===== src/rtl/cfgx_pkg.sv =====
package cfgx_pkg;

    typedef enum logic [1:0] {
        W_IDLE  = 2'd0,
        W_ISSUE = 2'd1,
        W_WAIT  = 2'd2,
        W_DONE  = 2'd3
    } win_state_e;

    localparam int OFS_STAT  = 'h06;
    localparam int OFS_REV   = 'h08;
    localparam int OFS_DMA1  = 'h18;
    localparam int OFS_MAP   = 'h5E;
    localparam int OFS_MEM1  = 'h62;
    localparam int OFS_L2    = 'h64;
    localparam int OFS_MAP2  = 'h66;

    localparam logic [31:0] VAL_REV  = 32'h0000_0004;
    localparam logic [31:0] VAL_DMA1 = 32'h1100_0000;
    localparam logic [31:0] VAL_MEM1 = 32'h0000_1100;
    localparam logic [31:0] VAL_L2   = 32'h0000_0001;
    localparam logic [31:0] VAL_MAP2 = 32'h0000_1D00;

    localparam int DEV_W  = 5;
    localparam int FUNC_W = 3;
    localparam int REGO_W = 8;
    localparam int BUS_W  = 8;

endpackage


===== src/rtl/cfgx_regbank.sv =====
module cfgx_regbank
    import cfgx_pkg::*;
#(
    parameter int REG_AW = 12,
    parameter int DATA_W = 32,
    parameter int MAP_W  = 16
) (
    input  logic              clk,
    input  logic              rst_n,
    input  logic              acc,
    input  logic              wr,
    input  logic [REG_AW-1:0] addr,
    input  logic [DATA_W-1:0] wdata,
    output logic              rvalid,
    output logic [DATA_W-1:0] rdata,
    output logic              err,
    output logic [MAP_W-1:0]  map_q
);

    logic              hit;
    logic [DATA_W-1:0] rd_val;
    logic              map_sel;

    assign map_sel = (addr == REG_AW'(OFS_MAP));

    always_comb begin
        hit    = 1'b1;
        rd_val = '0;
        case (addr)
            REG_AW'(OFS_MAP):  rd_val = DATA_W'(map_q);
            REG_AW'(OFS_STAT): rd_val = '0;
            REG_AW'(OFS_REV):  rd_val = DATA_W'(VAL_REV);
            REG_AW'(OFS_DMA1): rd_val = DATA_W'(VAL_DMA1);
            REG_AW'(OFS_MEM1): rd_val = DATA_W'(VAL_MEM1);
            REG_AW'(OFS_L2):   rd_val = DATA_W'(VAL_L2);
            REG_AW'(OFS_MAP2): rd_val = DATA_W'(VAL_MAP2);
            default:           hit    = 1'b0;
        endcase
    end

    always_ff @(posedge clk) begin
        if (!rst_n) begin
            map_q <= '0;
        end else if (acc && wr && map_sel) begin
            map_q <= MAP_W'(wdata);
        end
    end

    always_ff @(posedge clk) begin
        if (!rst_n) begin
            rvalid <= 1'b0;
            rdata  <= '0;
            err    <= 1'b0;
        end else begin
            rvalid <= acc;
            rdata  <= (acc && !wr) ? rd_val : '0;
            err    <= acc && !hit;
        end
    end

    a_r5_map_untouched: assert property (@(posedge clk) disable iff (!rst_n)
        (acc && !(wr && map_sel)) |=> $stable(map_q));

    a_r7_err_with_resp: assert property (@(posedge clk) disable iff (!rst_n)
        err |-> rvalid);

    a_r8_resp_next: assert property (@(posedge clk) disable iff (!rst_n)
        acc |=> rvalid);

endmodule


===== src/rtl/cfgx_decode.sv =====
module cfgx_decode
    import cfgx_pkg::*;
#(
    parameter int ADDR_W    = 32,
    parameter int WIN_OFS_W = 20,
    parameter int MAP_W     = 16,
    parameter int MAP_SHIFT = 16,
    parameter int SEL_LO    = 24,
    parameter int SEL_N     = 8
) (
    input  logic [WIN_OFS_W-1:0] ofs,
    input  logic [MAP_W-1:0]     map_q,
    output logic [DEV_W-1:0]     dev,
    output logic [FUNC_W-1:0]    func,
    output logic [REGO_W-1:0]    rego,
    output logic                 nodev
);

    localparam logic [MAP_W-1:0] MAP_MASK = ~(MAP_W'(4'hF));

    logic [ADDR_W-1:0] full;
    logic [SEL_N-1:0]  sel;
    logic [SEL_N-1:0]  first;
    logic [SEL_N:0]    seen;

    assign full = ADDR_W'(ofs) | (ADDR_W'(map_q & MAP_MASK) << MAP_SHIFT);
    assign sel  = SEL_N'(full >> SEL_LO);
    assign func = FUNC_W'(full >> 8);
    assign rego = REGO_W'(full & ADDR_W'(8'hFC));

    assign seen[0] = 1'b0;
    for (genvar g = 0; g < SEL_N; g++) begin : g_scan
        assign first[g]    = sel[g] & ~seen[g];
        assign seen[g + 1] = seen[g] | sel[g];
    end

    assign nodev = ~seen[SEL_N];

    always_comb begin
        dev = '0;
        for (int i = 0; i < SEL_N; i++) begin
            if (first[i]) dev = dev | DEV_W'(i);
        end
    end

endmodule


===== src/rtl/cfgx_win_fsm.sv =====
module cfgx_win_fsm
    import cfgx_pkg::*;
#(
    parameter int DATA_W = 32,
    parameter int BE_W   = DATA_W / 8
) (
    input  logic              clk,
    input  logic              rst_n,
    input  logic              win_valid,
    input  logic              win_write,
    input  logic [DATA_W-1:0] win_wdata,
    input  logic [BE_W-1:0]   win_be,
    input  logic [DEV_W-1:0]  dec_dev,
    input  logic [FUNC_W-1:0] dec_func,
    input  logic [REGO_W-1:0] dec_rego,
    input  logic              dec_nodev,
    output logic              win_ready,
    output logic [DATA_W-1:0] win_rdata,
    output logic              win_err,
    output logic              req_valid,
    input  logic              req_ready,
    output logic              req_write,
    output logic [DEV_W-1:0]  req_dev,
    output logic [FUNC_W-1:0] req_func,
    output logic [REGO_W-1:0] req_rego,
    output logic [DATA_W-1:0] req_wdata,
    output logic [BE_W-1:0]   req_be,
    input  logic              rsp_valid,
    input  logic [DATA_W-1:0] rsp_data
);

    win_state_e state, nxt;

    logic              wr_q;
    logic              nodev_q;
    logic [DEV_W-1:0]  dev_q;
    logic [FUNC_W-1:0] func_q;
    logic [REGO_W-1:0] rego_q;
    logic [DATA_W-1:0] wdata_q;
    logic [BE_W-1:0]   be_q;
    logic [DATA_W-1:0] rdata_q;

    always_ff @(posedge clk) begin
        if (!rst_n) state <= W_IDLE;
        else        state <= nxt;
    end

    always_comb begin
        nxt = state;
        unique case (state)
            W_IDLE:  if (win_valid) nxt = W_ISSUE;
            W_ISSUE: if (req_ready) nxt = wr_q ? W_DONE : W_WAIT;
            W_WAIT:  if (rsp_valid) nxt = W_DONE;
            W_DONE:  nxt = W_IDLE;
        endcase
    end

    always_comb begin
        req_valid = 1'b0;
        win_ready = 1'b0;
        unique case (state)
            W_IDLE:  ;
            W_ISSUE: req_valid = 1'b1;
            W_WAIT:  ;
            W_DONE:  win_ready = 1'b1;
        endcase
    end

    always_ff @(posedge clk) begin
        if (!rst_n) begin
            wr_q    <= 1'b0;
            nodev_q <= 1'b0;
            dev_q   <= '0;
            func_q  <= '0;
            rego_q  <= '0;
            wdata_q <= '0;
            be_q    <= '0;
            rdata_q <= '0;
        end else begin
            if (state == W_IDLE && win_valid) begin
                wr_q    <= win_write;
                nodev_q <= dec_nodev;
                dev_q   <= dec_dev;
                func_q  <= dec_func;
                rego_q  <= dec_rego;
                wdata_q <= win_wdata;
                be_q    <= win_be;
                rdata_q <= '0;
            end
            if (state == W_WAIT && rsp_valid) begin
                rdata_q <= rsp_data;
            end
        end
    end

    assign req_write = wr_q;
    assign req_dev   = dev_q;
    assign req_func  = func_q;
    assign req_rego  = rego_q;
    assign req_wdata = wdata_q;
    assign req_be    = be_q;
    assign win_rdata = rdata_q;
    assign win_err   = win_ready & nodev_q;

    a_r9_req_hold: assert property (@(posedge clk) disable iff (!rst_n)
        (req_valid && !req_ready) |=> (req_valid && $stable(req_dev) && $stable(req_func)
            && $stable(req_rego) && $stable(req_wdata) && $stable(req_be) && $stable(req_write)));

    a_r9_single_req: assert property (@(posedge clk) disable iff (!rst_n)
        (req_valid && req_ready) |=> !req_valid);

    a_r10_write_retire: assert property (@(posedge clk) disable iff (!rst_n)
        (req_valid && req_ready && req_write) |=> win_ready);

    a_r10_read_data: assert property (@(posedge clk) disable iff (!rst_n)
        (state == W_WAIT && rsp_valid) |=> (win_ready && win_rdata == $past(rsp_data)));

    a_r3_err_only_on_retire: assert property (@(posedge clk) disable iff (!rst_n)
        win_err |-> win_ready);

endmodule


===== src/rtl/pci_cfg_xlate.sv =====
module pci_cfg_xlate
    import cfgx_pkg::*;
#(
    parameter int ADDR_W    = 32,
    parameter int WIN_OFS_W = 20,
    parameter int DATA_W    = 32,
    parameter int REG_AW    = 12,
    parameter int MAP_W     = 16,
    parameter int MAP_SHIFT = 16,
    parameter int SEL_LO    = 24,
    parameter int SEL_N     = 8,
    localparam int BE_W     = DATA_W / 8
) (
    input  logic                 clk,
    input  logic                 rst_n,
    input  logic                 reg_valid,
    output logic                 reg_ready,
    input  logic                 reg_write,
    input  logic [REG_AW-1:0]    reg_addr,
    input  logic [DATA_W-1:0]    reg_wdata,
    output logic                 reg_rvalid,
    output logic [DATA_W-1:0]    reg_rdata,
    output logic                 reg_err,
    input  logic                 win_valid,
    output logic                 win_ready,
    input  logic                 win_write,
    input  logic [WIN_OFS_W-1:0] win_ofs,
    input  logic [DATA_W-1:0]    win_wdata,
    input  logic [BE_W-1:0]      win_be,
    output logic [DATA_W-1:0]    win_rdata,
    output logic                 win_err,
    output logic                 req_valid,
    input  logic                 req_ready,
    output logic                 req_write,
    output logic [BUS_W-1:0]     req_bus,
    output logic [DEV_W-1:0]     req_dev,
    output logic [FUNC_W-1:0]    req_func,
    output logic [REGO_W-1:0]    req_reg,
    output logic [DATA_W-1:0]    req_wdata,
    output logic [BE_W-1:0]      req_be,
    input  logic                 rsp_valid,
    input  logic [DATA_W-1:0]    rsp_data
);

    logic [MAP_W-1:0]  map_q;
    logic [DEV_W-1:0]  dec_dev;
    logic [FUNC_W-1:0] dec_func;
    logic [REGO_W-1:0] dec_rego;
    logic              dec_nodev;

    assign reg_ready = 1'b1;
    assign req_bus   = '0;

    cfgx_regbank #(
        .REG_AW (REG_AW),
        .DATA_W (DATA_W),
        .MAP_W  (MAP_W)
    ) u_regs (
        .clk    (clk),
        .rst_n  (rst_n),
        .acc    (reg_valid & reg_ready),
        .wr     (reg_write),
        .addr   (reg_addr),
        .wdata  (reg_wdata),
        .rvalid (reg_rvalid),
        .rdata  (reg_rdata),
        .err    (reg_err),
        .map_q  (map_q)
    );

    cfgx_decode #(
        .ADDR_W    (ADDR_W),
        .WIN_OFS_W (WIN_OFS_W),
        .MAP_W     (MAP_W),
        .MAP_SHIFT (MAP_SHIFT),
        .SEL_LO    (SEL_LO),
        .SEL_N     (SEL_N)
    ) u_dec (
        .ofs   (win_ofs),
        .map_q (map_q),
        .dev   (dec_dev),
        .func  (dec_func),
        .rego  (dec_rego),
        .nodev (dec_nodev)
    );

    cfgx_win_fsm #(
        .DATA_W (DATA_W)
    ) u_fsm (
        .clk       (clk),
        .rst_n     (rst_n),
        .win_valid (win_valid),
        .win_write (win_write),
        .win_wdata (win_wdata),
        .win_be    (win_be),
        .dec_dev   (dec_dev),
        .dec_func  (dec_func),
        .dec_rego  (dec_rego),
        .dec_nodev (dec_nodev),
        .win_ready (win_ready),
        .win_rdata (win_rdata),
        .win_err   (win_err),
        .req_valid (req_valid),
        .req_ready (req_ready),
        .req_write (req_write),
        .req_dev   (req_dev),
        .req_func  (req_func),
        .req_rego  (req_reg),
        .req_wdata (req_wdata),
        .req_be    (req_be),
        .rsp_valid (rsp_valid),
        .rsp_data  (rsp_data)
    );

    a_r4_bus_zero: assert property (@(posedge clk) disable iff (!rst_n)
        req_valid |-> (req_bus == '0 && req_reg[1:0] == 2'b00));

endmodule


===== config.mk =====
export PLATFORM = sky130hd
export DESIGN_NAME = pci_cfg_xlate
export DESIGN_NICKNAME = d
export VERILOG_FILES = /design/src/rtl/cfgx_pkg.sv /design/src/rtl/cfgx_regbank.sv /design/src/rtl/cfgx_decode.sv /design/src/rtl/cfgx_win_fsm.sv /design/src/rtl/pci_cfg_xlate.sv
export SDC_FILE = /design/constraint.sdc
export NUM_CORES = 1
export LEC_CHECK = 0
export CAP_MARGIN = 20
export CORE_MARGIN = 4
export CORE_UTILIZATION = 38
export CTS_CLUSTER_DIAMETER = 150
export CTS_CLUSTER_SIZE = 12
export DETAILED_ROUTE_END_ITERATION = 6
export PLACE_DENSITY = 0.87
export SYNTH_ARGS = -nofsm -noshare
export SYNTH_HDL_FRONTEND = slang
export SYNTH_SLANG_ARGS = --single-unit

===== constraint.sdc =====
create_clock -name clk -period 2.18 [get_ports clk]
set_clock_uncertainty 0.1 [all_clocks]
set_input_delay 0.218 -clock clk [delete_from_list [all_inputs] [get_ports clk]]
set_output_delay 0.218 -clock clk [all_outputs]
set_load 0.01 [all_outputs]

==> flow_summary.toml, run 1 <==
[routing]
initialDrtViolationCount = 218
vias = 4263
via_per_inst = 4.72
routed_wl_mm = 13.1
wl_per_cell_um = 14.5
postRouteAntennaNets = 0
dr.pass1.iters = 4
drcViolationCount = 0

[final_layout]
layout.area.seq_um2 = 2380
final_area_um2 = 7660
nets = 868
fillerInstances = 957
drive_gt1_share_pct = 7.34
multi_input_area_um2 = 2050
area_growth_syn_to_layout_pct = 62.7
antennaDiodeCount = 0

[floorplanning]
die_area_um2 = 14200
fp.dieW_um = 119
coreArea_um2 = 12100
fp-row-count = 40
dieHeight_um = 119
ioPinCount = 271
start_util_pct = 39.1

[clock_tree]
cts_tree = "yes"
cts.sinks = 119
post_cts_resize_count = 0
root_buffer = "clkbuf_16"
htree_levels = 4
cts_buffer_depth = 2
cts_buffers = 17
post_cts_buffers = 0
clkTransAtPathRegs_ns = 0.05
clk_latency_ns = 0.40
holdBufCountCts = 0

[power_and_ir_drop]
p_leak_nw = 2.81
p_per_area_nw_per_um2 = 977
finalPower_w = 0.00749
ir_worst_vdd_uv = 598

[timing]
hold_viol_final = 0
worst_pin_slew_ns = 0.611
finalSetupViolations = 0
fmax_mhz = 493
whs_ns = 0.0368
slew_violations = 0
worst_slew_margin_rel_pct = 59.1
rsz0062_at_grt = "no"
min_period_ns = 2.03
finalCritPeriodShare_pct = 93.0

[setup_path]
required_ns = 1.86
critical_path_class = "flop to primary output"
worst-path-max-fanout = 4
crit_slowest_cell = "clkdlybuf4s50_1"
path_cells = "buf_4 > ha_1 > and2_1 > clkdlybuf4s50_1"
cp-start-kind = "flop"
endpoint_kind = "primary output"
r2r_slack_ns = 0.21
worst_path_dominant_cell_family = "buffers and inverters"
max_stage_delay_ns = 0.56
crit_arrival_ns = 1.71
crit_buf_inv = 2

[synthesis]
ys_top_cells_by_count = "119 x dfxtp_1, 104 x nand2_1, 49 x nor2b_1"
synth_flop_cell = "dfxtp_1"
syn_inst = 509
syn_area_um2 = 4710
synthTopCellsByArea = "dfxtp_1 51%, nand2_1 8.3%, a21boi_0 7.6%, nor2b_1 6.5%, a22oi_1 5.1%"
synth_area_leader_cell = "dfxtp_1"
yosysSeqAreaShare_pct = 50.6
synth_area_per_cell_um2 = 9.25
synth.most_common_cell = "dfxtp_1"
yosysUniqueCellTypes = 44
yosysTopAreaCellShare_pct = 50.6
synth_edf_count = 0
ys_ff_latch = 119
async_flop_share_pct = 0
ys_warn_count = 0

[placement]
portBuffers = 216
dpl-instance-area_um2 = 7010
dp_hpwl_mm = 9.62
place_congestion = 0.837

[grt]
grtUsageTotal_pct = 18.1
grt_pass1_vias = 4409
grt_pass1_wl_mm = 20.9
antenna_found_initial = 0
grt_overflow = 0
grt_start_max_net_pins = 101

[status]
status = "finished clean"

[job]
cap_violations = 0

[hold_path]
hold_path_class = "input port to flop"
-- report_power, final --
group,total [W],internal (W),leakage (nW),switching (W)
logic,0.00189,0.000964,1.53,0.000928
clock network,0.00304,0.00208,0.308,0.000960
registers,0.00255,0.00243,0.967,0.000126
-- metal layers --
| metal | global-route usage [%] | vias to the layer above | routed length (um) | part of all wire, % |
|---|---|---|---|---|
| li1 | - | 2080 | - | - |
| met1 | 19.9 | 1981 | 5270 | 40 |
| met2 | 30.9 | 180 | 6360 | 49 |
| met3 | 7.36 | 22 | 1200 | 9.2 |
| met4 | 7.80 | 0 | 272 | 2.1 |
| met5 | 0 | - | 0 | 0 |
-- registers in the layout (all words and copies together) (netlist names) --
register         cells
u_regs.rvalid        1
u_fsm.req_dev        3
u_fsm.req_rego       6
u_fsm.req_func       3
u_regs.err           1
u_fsm.state          2
u_fsm.req_write      1
u_fsm.req_wdata     32
u_fsm.req_be         4
u_regs.rdata        17
u_regs.map_q        16
u_fsm.win_rdata     32
u_fsm.nodev_q        1
-- kinds of logic (layout without fill, tap and decap cells) --
group                      after synthesis  in the layout  share of synthesized area (%)
DFF                                    119            119                           50.6
buffers and inverters                   70            272                           8.02
and+or+nand+nor                        193            193                           20.2
adders and majority gates                5              5                           1.33
muxes                                   17             17                           3.61
AOI/OAI and AO/OA                      103            103                           16.1
other                                    2             27                          0.159
-- per-stage QoR --
step                      utilization [%]  TNS (ns)  std cells  setup WS, ns
after global placement               57.9     -3.74        871        -0.128
after detailed placement             58.1    -0.664        872       -0.0700
final                                63.5         0        904         0.152
after CTS                            63.5         0        904         0.113
after floorplan                         -         0        534         0.160
after global routing                 63.5         0        904        0.0636
-- cells in the final DEF, fill, tap and decap left out, types with 2 or more instances in the layout --
master	instances
buf_4	13
bufinv_16	5
dfxtp_1	119
clkinv_2	2
mux2i_1	17
a31oi_1	2
nand2_1	104
and3_1	10
a21boi_0	48
a22oi_1	32
a21oi_1	7
clkbuf_16	17
nor3_1	3
o21ai_0	3
ha_1	5
inv_1	7
clkbuf_8	2
buf_12	3
nor4_1	3
clkdlybuf4s50_1	215
nor2b_1	49
nor2_1	6
clkinvlp_4	4
and2_1	2
nand3_1	2
o21bai_1	2
nand2b_1	2
conb_1	27
-- worst min-delay path, cell delays in order --
cell     delay [ns]
buf_2          0.12
nand2_1        0.08
inv_1          0.08
-- path summary, 6_finish.rpt --
path	startpoint	end	depth (start not counted)
max reg2reg	u_fsm.state[0]	u_fsm.win_rdata[12]	7
max	u_fsm.state[1]	win_err	4
min reg2reg	u_fsm.nodev_q	u_fsm.nodev_q	2
min	rst_n	u_regs.rvalid	3
-- cell type report --
class / instances / share of cell area, %
clock inverter: 12 / 2.60
inverter: 7 / 0.343
timing repair buffer: 233 / 30.6
multi-input combinational: 345 / 26.7
clock buffer: 20 / 5.96
tap: 168 / 2.74
sequential: 119 / 31.1
Power figures use the tool's default switching activity.
==> run 2: changes to the inputs <==
CAP_MARGIN = unset   (was 20)
CORE_ASPECT_RATIO = 0.6   (was unset)
CTS_CLUSTER_DIAMETER = 40   (was 150)
==> flow_summary.toml, run 2 (same netlist as run 1, synthesis figures left out) <==
[status]
status = "finished clean"

[floorplanning]
coreArea_um2 = 12100
fp.dieW_um = 152
ioPinCount = 271
fp-row-count = 31
die_area_um2 = 14300
start_util_pct = 38.9
dieHeight_um = 94.2

[job]
cap_violations = 0

[hold_path]
hold_path_class = "input port to flop"

[grt]
grt_pass1_wl_mm = 21.3
grt_overflow = 0
antenna_found_initial = 1
grtUsageTotal_pct = 18.8
grt_pass1_vias = 4385
grt_start_max_net_pins = 47

[clock_tree]
post_cts_resize_count = 0
clk_latency_ns = 0.40
post_cts_buffers = 0
cts_tree = "yes"
cts_buffer_depth = 2
root_buffer = "clkbuf_16"
cts_buffers = 17
clkTransAtPathRegs_ns = 0.06
holdBufCountCts = 0
htree_levels = 4
cts.sinks = 119

[power_and_ir_drop]
finalPower_w = 0.00708
ir_worst_vdd_uv = 538
p_leak_nw = 2.76
p_per_area_nw_per_um2 = 937

[placement]
portBuffers = 216
dp_hpwl_mm = 10.5
place_congestion = 0.880

[final_layout]
mostFrequentLayoutCell = "clkdlybuf4s50_1"
nets = 870
fillerInstances = 982
area_growth_syn_to_layout_pct = 60.3
multi_input_area_um2 = 2050
layout.area.seq_um2 = 2380
antennaDiodeCount = 0
drive_gt1_share_pct = 7.45
final_cell_mix = "215 x clkdlybuf4s50_1, 119 x dfxtp_1, 104 x nand2_1"

[timing]
worst_slew_margin_rel_pct = 55.9
hold_viol_final = 0
slew_violations = 0
min_period_ns = 1.98
finalCritPeriodShare_pct = 90.8
rsz0062_at_grt = "no"
finalSetupViolations = 0
worst_pin_slew_ns = 0.659
fmax_mhz = 505
whs_ns = 0.179

[setup_path]
cp-start-kind = "flop"
max_stage_delay_ns = 0.54
endpoint_kind = "primary output"
critical_path_class = "flop to primary output"
crit_buf_inv = 1
crit_arrival_ns = 1.66
path_cells = "ha_1 > and2_1 > clkdlybuf4s50_1"
crit_slowest_cell = "clkdlybuf4s50_1"
worst-path-max-fanout = 5
worst_path_dominant_cell_family = "buffers and inverters"
required_ns = 1.86

[routing]
via_per_inst = 4.67
vias = 4216
drcViolationCount = 0
wl_per_cell_um = 15.1
routed_wl_mm = 13.6
dr.pass1.iters = 4
initialDrtViolationCount = 128
postRouteAntennaNets = 0
run 2: cell count changes in the layout (fill, tap and decap cells not counted), sizes merged:
cell	delta
buf	+2
clkinv	+2
inv	+1
bufinv	-3
run 2: worst min-delay path, delay by kind of cell:
kind / cells / cell delay [ns]
buf+inv: 1 / 0.22
compound gates: 2 / 0.17
run 2: path summary, 6_finish.rpt:
check | slack, ns | cells after the start | start | endpoint
min reg2reg | 0.36 | 2 | u_fsm.req_wdata[7] | u_fsm.req_wdata[7]
max | 0.20 | 3 | u_fsm.state[1] | win_err
max reg2reg | 0.34 | 7 | u_fsm.state[1] | u_fsm.win_rdata[18]
min | 0.18 | 3 | rst_n | u_fsm.state[0]
run 2: layout make-up:
| cell class | count | share of cell area (%) |
|---|---|---|
| clock buffer | 20 | 5.92 |
| multi-input combinational | 345 | 27.1 |
| tap | 165 | 2.73 |
| clock inverter | 12 | 1.69 |
| inverter | 7 | 0.348 |
| timing repair buffer | 235 | 30.6 |
| sequential | 119 | 31.6 |
run 2: power breakdown:
part	internal [W]	switching (W)	leakage, nW	total (W)
Clock	0.00171	0.000978	0.272	0.00269
Combinational	0.000910	0.000914	1.52	0.00182
Sequential	0.00243	0.000140	0.967	0.00257
run 2: per-stage QoR:
step           area, um2  setup WS [ns]  utilization [%]  cells  TNS [ns]
3_3_place_gp        6980        -0.0669             57.6    871    -0.176
2_1_floorplan       4800          0.160                -    534         0
5_1_grt             7550          0.111             62.4    903         0
3_5_place_dp        6980        -0.0328             57.6    871    -0.179
6_report            7550          0.201             62.4    903         0
4_1_cts             7550          0.186             62.4    903         0
run 2: metal layers:
metal | share of wire (%) | track usage (%) | wire [um] | vias up
met5 | 0.15 | 0 | 20 | -
met4 | 0.96 | 4.78 | 130 | 2
met3 | 9.9 | 8.20 | 1350 | 13
met2 | 47 | 31.8 | 6450 | 150
met1 | 42 | 21.9 | 5660 | 1959
li1 | - | - | - | 2092
==> run 3: changes to the inputs <==
CORE_MARGIN = unset   (was 4)
SETUP_SLACK_MARGIN = 0.15   (was unset)
SLEW_MARGIN = 20   (was unset)
==> flow_summary.toml, run 3 (same netlist as run 1, synthesis figures left out) <==
[timing]
finalCritPeriodShare_pct = 88.4
min_period_ns = 1.93
worst_slew_margin_rel_pct = 56.0
rsz0062_at_grt = "no"
fin_ws_ns = 0.253
hold_viol_final = 0
whs_ns = 0.0511
finalSetupViolations = 0
worst_pin_slew_ns = 0.658
slew_violations = 0
fmax_mhz = 519

[clock_tree]
cts_buffers = 17
root_buffer = "clkbuf_16"
cts.sinks = 119
clk_latency_ns = 0.40
clkTransAtPathRegs_ns = 0.05
htree_levels = 4
post_cts_buffers = 0
cts_buffer_depth = 2
cts_tree = "yes"

[floorplanning]
fp.dieW_um = 146
fp-row-count = 31
coreArea_um2 = 12100
ioPinCount = 271
start_util_pct = 39.1
dieHeight_um = 88.2
die_area_um2 = 12900

[routing]
dr.pass1.iters = 4
wl_per_cell_um = 14.8
routed_wl_mm = 13.4
vias = 4230
via_per_inst = 4.69
drcViolationCount = 0
initialDrtViolationCount = 127
postRouteAntennaNets = 0

[final_layout]
final_area_um2 = 7580
drive_gt1_share_pct = 7.20
final_cell_mix = "213 x clkdlybuf4s50_1, 118 x dfxtp_1, 104 x nand2_1"
antennaDiodeCount = 0
nets = 869
area_growth_syn_to_layout_pct = 61.0
mostFrequentLayoutCell = "clkdlybuf4s50_1"

[setup_path]
cp-start-kind = "input port"
regToRegEndpoint = "u_fsm.req_dev[1]"
crit_arrival_ns = 2.12
rr_startpoint = "u_fsm.state[0]"
worst-path-max-fanout = 16
critical_path_class = "input port to flop"
r2r_slack_ns = 0.30
rr_worst_depth = 6
required_ns = 2.37
endpoint_kind = "flop"

[hold_path]
hold_path_end = "u_regs.rvalid"
hold_path_class = "input port to flop"
min_from = "rst_n"
hold_path_depth = 3

[grt]
antenna_found_initial = 0
grt_pass1_vias = 4083
grt_overflow = 0
grt_pass1_wl_mm = 19.9
grtUsageTotal_pct = 19.8
grt_start_max_net_pins = 60

[placement]
dpl-instance-area_um2 = 6970
place_congestion = 0.892
dpl_worst_slack_ns = -0.117
dp_hpwl_mm = 9.54
portBuffers = 216

[power_and_ir_drop]
ir_worst_vdd_uv = 510
p_per_area_nw_per_um2 = 963
p_leak_nw = 2.80

[job]
cap_violations = 0

[status]
status = "finished clean"
## run 3: cell types whose count changed in the layout (fill, tap and decap cells not counted), sizes merged
| cell | change |
|---|---|
| dlygate4sd2 | +1 |
| bufinv | +2 |
| dlymetal6s2s | +1 |
| nor2 | +1 |
| clkinvlp | -3 |
| buf | -2 |
| inv | -1 |
| clkbuf | +1 |
| clkdlybuf4s50 | -2 |
## run 3: final cells by class
type	count	area, um2
fillers	981	4480
clock buffers	21	450
multi-input cells	346	2060
flip-flops and latches	119	2380
inverters	7	26.3
well taps	165	206
clock inverters	10	153
repair buffers	233	2300
## run 3: how the worst max path moves through the flow
| stage | end | slack [ns] | start |
|---|---|---|---|
| 2_1_floorplan | u_regs.map_q[10] | 0.16 | reg_addr[9] |
| 3_3_place_gp | u_fsm.win_rdata[29] | -0.12 | win_valid |
| 3_5_place_dp | u_regs.map_q[5] | -0.12 | reg_addr[9] |
| 4_1_cts | req_valid | 0.15 | u_fsm.state[1] |
| 5_1_grt | u_fsm.req_dev[2] | 0.15 | u_fsm.state[0] |
| 6_report | u_regs.map_q[15] | 0.25 | reg_addr[9] |
## run 3: layer usage
| layer | vias to the layer above | wire length, um | track usage, % |
|---|---|---|---|
| met2 | 165 | 6330 | 34.1 |
| met1 | 1952 | 5800 | 22.7 |
| met4 | 0 | 200 | 8.42 |
| met5 | - | 0 | 0 |
| met3 | 22 | 1030 | 7.16 |
| li1 | 2091 | - | - |
## run 3: report_power, final
part | switching [W] | internal [W] | leakage (nW)
clock | 0.000940 | 0.00192 | 0.296
sequential | 0.000139 | 0.00243 | 0.968
combinational | 0.000955 | 0.000913 | 1.54
total | 0.00203 | 0.00527 | 2.80
## run 3: per-stage QoR
step                instances  utilization, %  setup TNS (ns)  power [W]
floorplan                 534               -               0    0.00351
CTS                       900            62.7               0    0.00734
detailed placement        869            57.7           -1.65    0.00445
finish                    901            62.9               0    0.00730
global route              901            62.9               0    0.00766
global placement          869            57.7           -4.29    0.00435
## run 3: worst max-delay path, stage by stage
cell,delay (ns)
clkdlybuf4s50_1,0.39
or4_1,0.63
nor4_4,0.32
buf_12,0.22
mux2i_1,0.25
nor2b_1,0.07
## run 3: repair_timing
item,CTS,global route
gates cloned,0,1
gates resized for setup,2,2
endpoints found under the setup margin,5,32
hold endpoints to repair,0,0
hold buffers,0,0
pin swaps,0,1
